===== src/rtl/bseq_pkg.sv =====
package bseq_pkg;

    typedef enum logic [1:0] {
        CMD_IDLE = 2'd0,
        CMD_LOAD = 2'd1,
        CMD_CONT = 2'd2
    } cmd_e;

    localparam int BEAT_W = 2;

    typedef struct packed {
        logic              rd;
        logic              dual;
        logic              il;
        logic [BEAT_W-1:0] start;
    } burst_attr_t;

    function automatic logic [BEAT_W-1:0] beat_lo(
        input logic [BEAT_W-1:0] start,
        input logic [BEAT_W-1:0] cnt,
        input logic              il
    );
        return il ? (start ^ cnt) : (start + cnt);
    endfunction

endpackage


===== src/rtl/bseq_decode.sv =====
module bseq_decode
    import bseq_pkg::*;
(
    input  logic ld_n,
    input  logic rw_sel,
    output cmd_e cmd
);
    always_comb begin
        if (!ld_n)       cmd = CMD_LOAD;
        else if (rw_sel) cmd = CMD_CONT;
        else             cmd = CMD_IDLE;
    end
endmodule


===== src/rtl/bseq_counter.sv =====
module bseq_counter
    import bseq_pkg::*;
#(
    parameter int AW = 20
) (
    input  logic          clk,
    input  logic          rst,
    input  cmd_e          cmd,
    input  logic [AW-1:0] base_addr,
    input  logic          rw_sel,
    input  logic          sdr_sel,
    input  logic          il_order,
    output logic [AW-1:0] word_addr,
    output logic          rd_op,
    output logic          dual_rate,
    output logic          beat_vld,
    output logic          cont_err
);
    localparam int UPW = AW - BEAT_W;

    logic              active;
    logic [BEAT_W-1:0] cnt;
    logic [BEAT_W-1:0] lo;
    logic [UPW-1:0]    upper;
    burst_attr_t       attr;

    always_ff @(posedge clk) begin
        if (rst) begin
            active   <= 1'b0;
            cnt      <= '0;
            lo       <= '0;
            upper    <= '0;
            attr     <= '0;
            beat_vld <= 1'b0;
            cont_err <= 1'b0;
        end else begin
            cont_err <= 1'b0;
            case (cmd)
                CMD_LOAD: begin
                    active     <= 1'b1;
                    cnt        <= '0;
                    attr.rd    <= rw_sel;
                    attr.dual  <= ~sdr_sel;
                    attr.il    <= il_order;
                    attr.start <= base_addr[BEAT_W-1:0];
                    upper      <= base_addr[AW-1:BEAT_W];
                    lo         <= base_addr[BEAT_W-1:0];
                    beat_vld   <= 1'b1;
                end
                CMD_CONT: begin
                    if (active) begin
                        cnt      <= cnt + 1'b1;
                        lo       <= beat_lo(attr.start, cnt + 1'b1, attr.il);
                        beat_vld <= 1'b1;
                    end else begin
                        cont_err <= 1'b1;
                        beat_vld <= 1'b0;
                    end
                end
                default: begin
                    active   <= 1'b0;
                    beat_vld <= 1'b0;
                end
            endcase
        end
    end

    assign word_addr = {upper, lo};
    assign rd_op     = attr.rd;
    assign dual_rate = attr.dual;

    a_r2_load_presents_base: assert property (@(posedge clk) disable iff (rst)
        cmd == CMD_LOAD |=> beat_vld && word_addr == $past(base_addr));

    a_r3_idle_drops_beat: assert property (@(posedge clk) disable iff (rst)
        cmd == CMD_IDLE |=> !beat_vld);

    a_r6_upper_held: assert property (@(posedge clk) disable iff (rst)
        (cmd == CMD_CONT && beat_vld) |=>
            word_addr[AW-1:BEAT_W] == $past(word_addr[AW-1:BEAT_W])
            && $stable(rd_op) && $stable(dual_rate));

    a_r8_idle_cont_flag: assert property (@(posedge clk) disable iff (rst)
        (cmd == CMD_CONT && !beat_vld) |=> cont_err && !beat_vld && $stable(word_addr));

    a_r8_flag_one_cycle: assert property (@(posedge clk) disable iff (rst)
        cont_err |-> !beat_vld);
endmodule


===== src/rtl/bseq_oe.sv =====
module bseq_oe (
    input  logic clk,
    input  logic rst,
    input  logic beat_vld,
    input  logic rd_op,
    output logic q_drive
);
    always_ff @(posedge clk) begin
        if (rst) q_drive <= 1'b0;
        else     q_drive <= beat_vld & rd_op;
    end
endmodule


===== src/rtl/burst_seq.sv =====
module burst_seq
    import bseq_pkg::*;
#(
    parameter int AW = 20
) (
    input  logic          clk,
    input  logic          rst,
    input  logic          ld_n,
    input  logic          rw_sel,
    input  logic          sdr_sel,
    input  logic [AW-1:0] base_addr,
    input  logic          il_order,
    output logic [AW-1:0] word_addr,
    output logic          rd_op,
    output logic          dual_rate,
    output logic          beat_vld,
    output logic          q_drive,
    output logic          cont_err
);
    cmd_e cmd;

    bseq_decode u_dec (
        .ld_n   (ld_n),
        .rw_sel (rw_sel),
        .cmd    (cmd)
    );

    bseq_counter #(.AW(AW)) u_cnt (
        .clk       (clk),
        .rst       (rst),
        .cmd       (cmd),
        .base_addr (base_addr),
        .rw_sel    (rw_sel),
        .sdr_sel   (sdr_sel),
        .il_order  (il_order),
        .word_addr (word_addr),
        .rd_op     (rd_op),
        .dual_rate (dual_rate),
        .beat_vld  (beat_vld),
        .cont_err  (cont_err)
    );

    bseq_oe u_oe (
        .clk      (clk),
        .rst      (rst),
        .beat_vld (beat_vld),
        .rd_op    (rd_op),
        .q_drive  (q_drive)
    );

    a_r1_reset_quiet: assert property (@(posedge clk)
        rst |=> !beat_vld && !q_drive && !cont_err);

    a_r9_hiz_after_idle: assert property (@(posedge clk) disable iff (rst)
        (ld_n && !rw_sel) |=> ##1 !q_drive);

    a_r9_write_load_no_drive: assert property (@(posedge clk) disable iff (rst)
        (!ld_n && !rw_sel) |=> ##1 !q_drive);
endmodule


===== config.mk =====
export PLATFORM = sky130hd
export DESIGN_NAME = burst_seq
export DESIGN_NICKNAME = d
export VERILOG_FILES = /design/src/rtl/bseq_pkg.sv /design/src/rtl/bseq_decode.sv /design/src/rtl/bseq_counter.sv /design/src/rtl/bseq_oe.sv /design/src/rtl/burst_seq.sv
export SDC_FILE = /design/constraint.sdc
export NUM_CORES = 1
export LEC_CHECK = 0
export ABC_AREA = 1
export CAP_MARGIN = 20
export CORE_MARGIN = 4
export CORE_UTILIZATION = 30
export DETAILED_ROUTE_END_ITERATION = 10
export PLACE_DENSITY = 0.62
export RECOVER_POWER = 100
export REMOVE_ABC_BUFFERS = 1
export SKIP_CTS_REPAIR_TIMING = 1
export SLEW_MARGIN = 5
export SYNTH_ARGS = -nofsm -noshare
export SYNTH_HDL_FRONTEND = slang
export SYNTH_SLANG_ARGS = --single-unit

===== constraint.sdc =====
create_clock -name clk -period 1.3 [get_ports clk]
set_input_delay 0.195 -clock clk [delete_from_list [all_inputs] [get_ports clk]]
set_output_delay 0.195 -clock clk [all_outputs]
set_load 0.005 [all_outputs]

Word-level counts from Yosys, hierarchy flattened
Cells that the tools add are included.
Widths: inputs -> output; s select.

storage, ports and cells
  register bits after elaboration = 31
  bits of input ports = 26
  output and inout port bits = 25
  word-level logic and storage cells = 34

operators by class
  $add $sub $neg = 2
  equality and inequality tests = 3
  mux-type cells = 11
  bitwise operators = 4
  reductions and logical operators = 3

operators with widths
  kind                 count
  $mux 2               5
  $pmux 2 s2           2
  $pmux 1 s2           2
  $add 2x1->2 const B  1
  $add 2x2->2          1
  $eq 2x1->1 const B   1
  $eq 2x2->1 const B   1
  $mux 1               2
  $ne 2x1->1 const B   1
  $not 1->1            2
  $reduce_and 2->1     1
  $reduce_bool 2->1    1
  $reduce_or 2->1      1
  $xor 2x2->2          1
  $and 1x1->1          1

Logic depth before layout (Yosys ltp)
  word-level depth = 5
  gate-level depth with buffers = 8
  depth with buffers taken out = 8

By module
Synthesis repeated with hierarchy kept, for this count alone.

unflattened totals
  cell total of the unflattened synthesis = 154
  area total of the unflattened synthesis = 1168.6 um^2

by module, submodules not included
  module        instances  cells an instance  area an instance (um^2)  sequential area each (um^2)
  bseq_counter  1          148                1127.3                   600.6
  bseq_oe       1          3                  30.0                     20.0
  bseq_decode   1          3                  11.3                     0.0

Worst setup path after synthesis
No wires, ideal clock.

  kind = flip-flop to flip-flop
  start point = register u_cnt.cnt[0]
  end point = register u_cnt.lo[1]
  library setup time = 0.118 ns
  arrival time = 0.882 ns
  data required time = 1.182 ns
  path slack = 0.300 ns
  stages on the path, launching flop included = 9
  path buffers = 0
  clock period less this slack = 1.000 ns
  path through = dfxtp_1 inv_1 ha_1 nand2_1 nand2_1 nand2_1 nand2_1 nand3_1 a21oi_2

between the ends
  cells in the longest elaborated chain, start to end = 5
  elaborated cells between the ends (all ways) = 6
  classes of those cells = add/sub: 2; mux: 3; bitwise: 1

RTL lines
  item                                        line                source
  start, declared                             bseq_counter.sv:22  logic [BEAT_W-1:0] cnt;
  start signal, assigned                      bseq_counter.sv:52  cnt <= cnt + 1'b1;
  $add 2x1->2 *                               bseq_counter.sv:53  lo <= beat_lo(attr.start, cnt + 1'b1, attr.il);
  $add 2x2->2 or $xor 2x2->2 (tied branches)  bseq_pkg.sv:23      return il ? (start ^ cnt) : (start + cnt);
  $mux 2 *                                    bseq_pkg.sv:23
  $mux 2 *                                    bseq_counter.sv:51  if (active) begin
  $pmux 2 s2 *                                bseq_counter.sv:38  case (cmd)
  end signal, assigned                        bseq_counter.sv:47  lo <= base_addr[BEAT_W-1:0];
  end signal, assigned                        bseq_counter.sv:53
  end, declared                               bseq_counter.sv:23  logic [BEAT_W-1:0] lo;

Mark *: on every way between the ends. The rest lies on a longest branch, timed or not. The select of a mux whose other input is x is not followed.
A chain may end at the register's enable or synchronous reset.

Worst setup path in the final report
  start point = input port ld_n
  end point = register u_cnt.lo[1]

between the ends
  cells in the longest elaborated chain, start to end = 4
  elaborated cells between the ends (all ways) = 7
  classes of those cells = eq/ne: 3; mux: 2; reduce/logical: 2

RTL lines
  item                                                       line                source
  start, declared                                            burst_seq.sv:8      input logic ld_n,
  $mux 2 *                                                   bseq_decode.sv:9    if (!ld_n) cmd = CMD_LOAD;
  $eq 2x2->1 or $eq 2x1->1 (tied branches)                   bseq_counter.sv:38
  $ne 2x1->1 (no line) or $reduce_bool 2->1 (tied branches)  n/a
  $reduce_and 2->1 (no line)                                 n/a

Mark *: on every way between the ends. The rest lies on a longest branch, timed or not.

==> impl_metrics.tcl <==
set metrics [dict create \
    outcome "complete, no violations" \
    start_kind "primary input" \
    place.gp.congestion 0.810 \
    hold_path_depth 2 \
    end_kind "flop" \
    synthMuxAreaShare_pct 0 \
    rrSetupSlack_ps 180 \
    final_layout_size_suffix_gt1_share_pct 10.0 \
    finalCritPeriodShare_pct 92.1 \
    p_leak_uw 0.000852 \
    htreeDepth 2 \
    place_area_um2 1770 \
    dp.cells 248 \
    pin_count 51 \
    grt_pass1_wl_mm 5.08 \
    synth_warnings 0 \
    diodes 0 \
    tightest_slew_ps 231 \
    cp.required_ps 1470 \
    cp.arrival_ps 1370 \
    overflow 0 \
    cts_tree "built" \
    syn_to_final_growth_pct 62.2 \
    yosys.area_share.xor_xnor_pct 0 \
    drt_iter0_drc 34 \
    drc 0 \
    numClockSinks 31 \
    synth_seq_area_share_pct 54.0 \
    drv_slew 0 \
    worstPathMaxFanout 5 \
    fin_cells 257 \
    final_antenna_net_count 0 \
    fill_cells 375 \
    clockRootBuffer "clkbuf_8" \
    hpwl_mm 2.31 \
    clk_path_buf_depth 2 \
    synth_top_family_by_area "simple AND/OR/NAND/NOR gates" \
    power_density_nw_per_um2 1120 \
    synth-adder-area-share_pct 1.09 \
    die_w_um 69.9 \
    ys_ff_latch 31 \
    hold_path_class "reg -> reg" \
    first_pass_iters 4 \
    dieArea_um2 4880 \
    grt_max_degree 27 \
    ir_worst_vdd_v 0.000448 \
    setup_viol 0 \
    final_nets 235 \
    max_freq_mhz 836 \
    maxCapViolCount 0 \
    rr_worst_depth 7 \
    port_buffers 50 \
    avgViaCountPerCell 4.46 \
    drt_wl_total_mm 3.02 \
    floorplan.initialDensity_pct 31.1 \
    avgRoutedWirePerCell_um 11.7 \
    synth-simple-area-share_pct 24.4 \
    cts_made_buffers 5 \
    die_y_um 69.9 \
    syn_area_per_cell_um2 7.87 \
    clock_latency_ps 280 \
    fin_crit_ps 1200 \
    hold_viol_final 0 \
    crit_type "in -> reg" \
    netlist_area_um2 1150 \
    fp-row-count 22 \
    synth_compound_area_share_pct 15.0 \
    antenna_found_initial 0 \
    synth.distinct_cells 18 \
    synth_cells 146 \
    fin_skew_ps 2.86 \
    fin_setup_tns_ps 0 \
    fin_util_pct 50.5 \
    max-slew-margin-rel_pct 84.5 \
    clk_pin_slew_ps 60 \
    vias 1146 \
    grt_pass1_vias 1145 \
    core_um2 3690 \
    grt_usage_pct 13.4 \
    design_area_um2 1860 \
    rsz0062_at_grt "no" \
]
==> kinds of logic (layout without fill, tap and decap cells) <==
group / Yosys count / after routing
flip-flops: 31 / 31
buffers and inverters: 16 / 79
adder cells (fa/ha/maj): 1 / 1
AO/OA/AOI/OAI: 33 / 33
AND/OR/NAND/NOR: 65 / 65
==> flip-flops by register name, summed over array words and instances, names as in the netlist <==
signal,cells
u_cnt.beat_vld,1
u_cnt.upper,18
u_cnt.cont_err,1
u_oe.q_drive,1
u_cnt.lo,2
u_cnt.cnt,2
u_cnt.attr,3
u_cnt.rd_op,1
u_cnt.active,1
u_cnt.dual_rate,1
==> routing by layer <==
layer	routed length (µm)	share of wire [%]	vias to the layer above	GRT usage [%]
li1	-	-	584	-
met1	1180	39	517	12.9
met2	1540	51	37	24.0
met3	214	7.1	8	4.46
met4	81	2.7	0	8.94
met5	0	0	-	0
==> final cells by class <==
cell class,count,area (µm²),area share (%)
repair buffers,61,598,32.1
well taps,48,60.1,3.22
clock inverters,1,5.00,0.269
clock buffers,7,76.3,4.10
flip-flops and latches,31,621,33.3
inverters,10,37.5,2.01
multi-input cells,99,465,25.0
==> metrics by stage <==
step           setup WS, ps  hold WS (ps)  total power (µW)
2_1_floorplan           300           264              1180
3_3_place_gp           -101           435              1420
3_5_place_dp           -157           427              1430
4_1_cts               -64.0           444              2160
5_1_grt                38.3           460              2210
6_report                103           437              2090
==> path summary, 6_finish.rpt <==
| check | startpoint | to |
|---|---|---|
| worst max-delay path | ld_n | u_cnt.lo[1]$_SDFFE_PP0P_ |
| worst min-delay path | u_cnt.beat_vld$_SDFF_PP0_ | u_oe.q_drive$_SDFF_PP0_ |
| worst max register to register | u_cnt.cnt[0]$_SDFFE_PP0P_ | u_cnt.lo[1]$_SDFFE_PP0P_ |
| worst min register to register | u_cnt.beat_vld$_SDFF_PP0_ | u_oe.q_drive$_SDFF_PP0_ |
==> power by group <==
| group | leakage (µW) | switching (µW) | internal [µW] |
|---|---|---|---|
| clock network | 0.0000422 | 330 | 374 |
| registers | 0.000257 | 30.3 | 1010 |
| logic | 0.000553 | 143 | 201 |
| total | 0.000852 | 504 | 1590 |
==> critical path: stages <==
cell and delay, ps:
clkdlybuf4s50_1 590, inv_1 170, nor2_4 190, inv_2 60, o21ai_2 120, a21oi_2 40
==> cells in the final DEF (no fill, tap or decap), types with 2 or more instances in the layout <==
cell type,instances
a21oi_1,6
buf_4,5
clkbuf_1,4
clkbuf_4,2
clkbuf_8,5
clkdlybuf4s25_1,20
clkdlybuf4s50_1,25
dfxtp_1,31
dlymetal6s2s_1,5
inv_1,9
nand2_1,13
nand3_1,3
nor2_1,45
o21ai_0,24
==> cell usage after synthesis <==
master     n  area share (%)
buf_2      2            0.87
dfxtp_1   31              54
o21ai_2    1            0.76
nor2_1    45              15
nand2_1   13             4.2
a21oi_1    6             2.6
inv_2      2            0.65
nor2_8     1             1.7
nand2_4    1            0.98
nor3_1     1            0.44
nor2_4     1            0.98
ha_1       1             1.1
nand3_1    3             1.3
clkbuf_1   4             1.3
o21ai_1    1            0.44
a21oi_2    1            0.76
inv_1      8             2.6
o21ai_0   24              10
No activity file was read; power rests on OpenSTA's default activity.
